`config.mk`:
```
export PLATFORM = sky130hd
export DESIGN_NAME = dec_seg_counter
export DESIGN_NICKNAME = d
export VERILOG_FILES = /design/src/rtl/dec_seg_pkg.sv /design/src/rtl/dec_seg_stage.sv /design/src/rtl/dec_seg_blank.sv /design/src/rtl/dec_seg_counter.sv
export SDC_FILE = /design/constraint.sdc
export NUM_CORES = 1
export LEC_CHECK = 0
export ABC_AREA = 0
export BUFFER_PORTS_ARGS = -buffer_cell sky130_fd_sc_hd__buf_2
export CAP_MARGIN = 20
export CORE_MARGIN = 1
export CORE_UTILIZATION = 55
export DETAILED_ROUTE_END_ITERATION = 10
export GPL_TIMING_DRIVEN = 0
export HOLD_SLACK_MARGIN = 0.02
export PLACE_DENSITY = 0.89
export SYNTH_ARGS = -nofsm -noshare
export SYNTH_HDL_FRONTEND = slang
export SYNTH_SLANG_ARGS = --single-unit
export TNS_END_PERCENT = 20
```
`constraint.sdc`:
```
create_clock -name clk -period 8 [get_ports clk]
set_clock_uncertainty 0.05 [all_clocks]
set_input_delay 2.4 -clock clk [delete_from_list [all_inputs] [get_ports clk]]
set_output_delay 2.4 -clock clk [all_outputs]
set_load 0.01 [all_outputs]
```
`src/rtl/dec_seg_pkg.sv`:
```
package dec_seg_pkg;

    typedef logic [3:0] bcd_t;
    typedef logic [6:0] seg_t;

    localparam bcd_t BCD_MAX = 4'd9;
    localparam seg_t SEG_OFF = 7'b0000000;

    typedef struct packed {
        logic top;
        logic up_l;
        logic up_r;
        logic mid;
        logic lo_l;
        logic lo_r;
        logic bot;
    } seg_named_t;

    // Per-segment OR of the digit values that light it.
    function automatic seg_t bcd_to_seg(input bcd_t v);
        logic [9:0] hot;
        seg_named_t s;
        hot = 10'd0;
        if (v <= BCD_MAX) hot[v] = 1'b1;
        s.top  = hot[0] | hot[2] | hot[3] | hot[5] | hot[6] | hot[7] | hot[8] | hot[9];
        s.up_l = hot[0] | hot[4] | hot[5] | hot[6] | hot[8] | hot[9];
        s.up_r = hot[0] | hot[1] | hot[2] | hot[3] | hot[4] | hot[7] | hot[8] | hot[9];
        s.mid  = hot[2] | hot[3] | hot[4] | hot[5] | hot[6] | hot[8] | hot[9];
        s.lo_l = hot[0] | hot[2] | hot[6] | hot[8];
        s.lo_r = hot[0] | hot[1] | hot[3] | hot[4] | hot[5] | hot[6] | hot[7] | hot[8] | hot[9];
        s.bot  = hot[0] | hot[2] | hot[3] | hot[5] | hot[6] | hot[8] | hot[9];
        return {s.bot, s.lo_r, s.lo_l, s.mid, s.up_r, s.up_l, s.top};
    endfunction

endpackage

```
`src/rtl/dec_seg_stage.sv`:
```
module dec_seg_stage
    import dec_seg_pkg::*;
(
    input  logic clk,
    input  logic rst,
    input  logic adv,
    output bcd_t digit,
    output logic at_max
);
    bcd_t val_q;

    always_ff @(posedge clk) begin
        if (rst)
            val_q <= '0;
        else if (adv)
            val_q <= (val_q == BCD_MAX) ? bcd_t'(0) : val_q + bcd_t'(1);
    end

    assign digit  = val_q;
    assign at_max = (val_q == BCD_MAX);

    AST_DIGIT_RANGE: assert property (@(posedge clk) disable iff (rst)
        val_q <= BCD_MAX);
    AST_HOLD_IDLE: assert property (@(posedge clk) disable iff (rst)
        !adv |=> $stable(val_q));
    AST_WRAP_ZERO: assert property (@(posedge clk) disable iff (rst)
        (adv && val_q == BCD_MAX) |=> val_q == 4'd0);
endmodule

```
`src/rtl/dec_seg_blank.sv`:
```
module dec_seg_blank
    import dec_seg_pkg::*;
#(
    parameter int NUM_DIGITS = 4
) (
    input  logic                    blank_en,
    input  bcd_t [NUM_DIGITS-1:0]   digits,
    output logic [7*NUM_DIGITS-1:0] seg_out
);
    // lead_zero[k]: digit k and all above are zero
    logic [NUM_DIGITS-1:0] lead_zero;

    generate
        for (genvar k = 0; k < NUM_DIGITS; k++) begin : g_dig
            if (k == NUM_DIGITS - 1) begin : g_top
                assign lead_zero[k] = (digits[k] == 4'd0);
            end else begin : g_rest
                assign lead_zero[k] = (digits[k] == 4'd0) && lead_zero[k+1];
            end
            if (k == 0) begin : g_low
                assign seg_out[6:0] = bcd_to_seg(digits[0]);
            end else begin : g_hi
                assign seg_out[7*k+6:7*k] = (blank_en && lead_zero[k]) ? SEG_OFF
                                                                     : bcd_to_seg(digits[k]);
            end
        end
    endgenerate

    always_comb begin
        AST_LOW_LIT: assert (seg_out[6:0] != SEG_OFF);
    end
endmodule

```
`src/rtl/dec_seg_counter.sv`:
```
module dec_seg_counter
    import dec_seg_pkg::*;
#(
    parameter int NUM_DIGITS = 4
) (
    input  logic                    clk,
    input  logic                    rst,
    input  logic                    cnt_en,
    input  logic                    blank_en,
    output logic [7*NUM_DIGITS-1:0] seg_out,
    output logic                    ovf
);
    bcd_t [NUM_DIGITS-1:0] digits;
    logic [NUM_DIGITS-1:0] at_max;
    logic [NUM_DIGITS:0]   carry;   // carry[k]: stage k advances
    logic                  ovf_q;

    assign carry[0] = cnt_en;

    generate
        for (genvar k = 0; k < NUM_DIGITS; k++) begin : g_stage
            dec_seg_stage u_stage (
                .clk    (clk),
                .rst    (rst),
                .adv    (carry[k]),
                .digit  (digits[k]),
                .at_max (at_max[k])
            );
            assign carry[k+1] = carry[k] & at_max[k];
        end
    endgenerate

    always_ff @(posedge clk) begin
        if (rst) ovf_q <= 1'b0;
        else     ovf_q <= carry[NUM_DIGITS];
    end
    assign ovf = ovf_q;

    dec_seg_blank #(.NUM_DIGITS(NUM_DIGITS)) u_blank (
        .blank_en (blank_en),
        .digits   (digits),
        .seg_out  (seg_out)
    );

    AST_OVF_ONE_CYCLE: assert property (@(posedge clk) disable iff (rst)
        ovf |=> !ovf);
    AST_OVF_ALL_ZERO: assert property (@(posedge clk) disable iff (rst)
        ovf |-> digits == '0);
    AST_NO_COUNT_IDLE: assert property (@(posedge clk) disable iff (rst)
        !cnt_en |=> $stable(digits));
    AST_RESET_CLEAR: assert property (@(posedge clk)
        rst |=> (digits == '0 && !ovf));
endmodule

```
==> results.toml <==
[synth]
syn_nets = 223
ys_async_sr_fraction_pct = 0
yosysWarningCount = 0
syn_inst = 219
synth_area_per_cell_um2 = 6.91
yosys.area.top_type = "dfxtp_1"
synthesis.area_um2 = 1510
synth-seq-cells = 17
ys_types = 48
synth-edff-count = 0
synthTopCellsByArea = "dfxtp_1, nor2_1, a21oi_1"
synth-main-ff-cell = "dfxtp_1"
synth_seq_area_share_pct = 22.5
synth_top_area_share_pct = 22.5

[sta]
setup_viol = 0
period_share_pct = 80.0
setup_tns_ns = 0
maxSlewViolCount = 0
slew_headroom_pct = 69.2
fin_crit_ns = 6.40
hold_viol_final = 0
rsz0062_at_grt = "no"
fmax_ghz = 0.156
worst_slew_pin_slew_ns = 0.462

[setup_path]
path_class = "primary input to output port"
cp-end-kind = "output port"
rr_startpoint = "g_stage[0].u_stage.digit[1]$_SDFFE_PP0P_"
r2r_setup_slack_ns = 6.25
worstPathRequired_ns = 5.55
crit_path_frequent_cell = "buf_2"
crit_slowest_cell = "or4b_4"
reg2reg_depth = 5
cp_slowest_stage_delay_ns = 0.51
critPathMaxFanout = 6
worstReg2RegEnd = "g_stage[2].u_stage.digit[2]$_SDFFE_PP0P_"
crit_path_start_kind = "primary input"
crit_chain = "buf_2 -> or4b_4 -> nor4b_2 -> and4b_1 -> buf_4 -> a2111oi_1 -> buf_2"
critical_path_arrival_ns = 3.95

[die]
die-area_um2 = 2960
core_area_um2 = 2540
fp.dieW_um = 54.4
ioPinCount = 33
start_util_pct = 59.4
rows = 18
dieHeight_um = 54.4

[routing]
vias_per_cell = 5.85
ant_nets = 0
finalWirelength_um = 3390
remaining_drc_errors = 0
wl_met3_um = 124
first_pass_iters = 4
route.vias.total = 1661
wl_met2_um = 1580
drt_iter0_drc = 56
routedWlPerCell_um = 11.9
dr.max_layer_used = "met4"
wl_met1_um = 1680

[pwr]
vdd_ir_drop_max_mv = 0.105
leakage_nw = 0.698
power_density_nw_per_um2 = 96.0

[cts]
numCtsBuffers = 3
h-tree-depth = 1
cts_hold_buffers = 0
cts-root-buf = "clkbuf_4"
clock_path_buffers = 2
cts_resized = 0
path_clk_slew_ns = 0.10
post_cts_buffers = 0
clk_latency_ns = 0.29
cts_sinks = 17
cts_tree = "built"

[cells_and_area]
area.growth.synth_to_final_pct = 14.6
nets = 259
fin_util_pct = 68.1
drive_gt1_share_pct = 20.1
antenna_cells = 0

[global_route]
grt_usage_pct = 25.2
antenna_found_initial = 0
grt_overflow_total = 0
grt_pass1_vias = 1291
grt_pass1_wl_um = 5600
grt_max_degree = 11

[place]
place_hpwl_um = 2450
gp_congestion = 0.902
port_buffers = 31

[outcome]
outcome = "finished, final reports clean"

[worst_hold_path]
whs_endpoint = "ovf$_SDFF_PP0_"
hp-start = "g_stage[3].u_stage.digit[3]$_SDFFE_PP0P_"
hp-class = "flip-flop to flip-flop"
hold_depth = 2

[flow_run]
maxCapViolations = 0
[synth_stat cells (all sizes together), types with 2 or more instances]
cell     n
o211ai   2
nor2b   10
o22a     2
o21ai   13
nor3     6
a21oi   22
o22ai    6
nand2   12
xnor2    2
xor2     4
o21bai   3
and3     2
nand4b   2
inv      5
or2      3
nor2    34
nand3    5
nor4bb   2
or4      2
nand4    2
dfxtp   17
a211oi   2
buf      7
nand2b   6
or3      5
and4bb   2
mux2i    5
mux2     2
clkbuf  15
a22oi    3
a21o     2
[logic make-up after synthesis]
family	Yosys count	share of synthesized area, %
muxes	7	4.80
xor gates and xnor gates	6	3.47
buffers and inverters	27	7.28
AOI/OAI and AO/OA	63	25.9
and+or+nand+nor	99	36.1
DFF	17	22.5
[sequential cells by signal (all words and copies together), names as in the netlist]
signal / count
ovf: 1
g_stage.u_stage.digit: 16
[layout by cell type (no fill, tap or decap), types with 3 or more instances in the layout]
cell type and n:
a21oi_1 22, a22oi_1 3, buf_2 35, clkbuf_1 15
clkbuf_4 3, dfxtp_1 17, inv_1 5, mux2i_1 5
nand2_1 12, nand2b_1 6, nand3_1 5, nor2_1 34
nor2b_1 10, nor3_1 6, o21ai_0 13, o21bai_1 3
o22ai_1 6, or2_2 3, or3_1 5, xor2_1 4
[per-layer routing]
| layer | up-vias | global-route usage, % |
|---|---|---|
| met4 | 0 | 2.56 |
| met3 | 2 | 5.56 |
| met2 | 42 | 41.3 |
| met5 | - | 0 |
| met1 | 763 | 34.6 |
| li1 | 854 | - |
[critical path: cells and delay by family]
family                 cells  cell delay (ns)
buffers and inverters      3             0.41
AND/OR/NAND/NOR            3             1.08
AO/OA/AOI/OAI              1             0.05
[how the worst max path moves through the flow]
stage	end	slack, ns	from	depth (start not counted)
final	seg_out[11]	1.60	blank_en	7
after floorplan	seg_out[11]	2.03	blank_en	5
after global routing	seg_out[11]	1.52	blank_en	7
after CTS	seg_out[11]	1.61	blank_en	7
after detailed placement	seg_out[11]	1.62	blank_en	7
after global placement	seg_out[11]	1.62	blank_en	7
[stage by stage]
step,worst slack [ns],instances,hold slack (ns),power (W),cell area (µm²)
6_report,1.60,284,0.511,0.000166,1730
2_1_floorplan,2.03,219,0.444,0.000112,1510
3_3_place_gp,1.62,280,0.480,0.000123,1710
3_5_place_dp,1.62,280,0.485,0.000124,1710
4_1_cts,1.61,284,0.502,0.000168,1730
5_1_grt,1.52,284,0.537,0.000176,1730
[cell type report]
| type | instances | area [µm²] |
|---|---|---|
| clock inverters | 1 | 5.00 |
| plain buffers | 22 | 91.3 |
| repair buffers | 31 | 155 |
| flip-flops and latches | 17 | 340 |
| well taps | 30 | 37.5 |
| fillers | 234 | 812 |
| multi-input cells | 175 | 1060 |
| clock buffers | 3 | 22.5 |
| inverters | 5 | 18.8 |
[report_power, final]
part | total (W) | internal, W | switching, W
logic | 0.0000354 | 0.0000157 | 0.0000198
registers | 0.0000864 | 0.0000856 | 0.000000840
clock network | 0.0000444 | 0.0000186 | 0.0000259
total | 0.000166 | 0.000120 | 0.0000465
No activity file was read; power rests on OpenSTA's default activity.
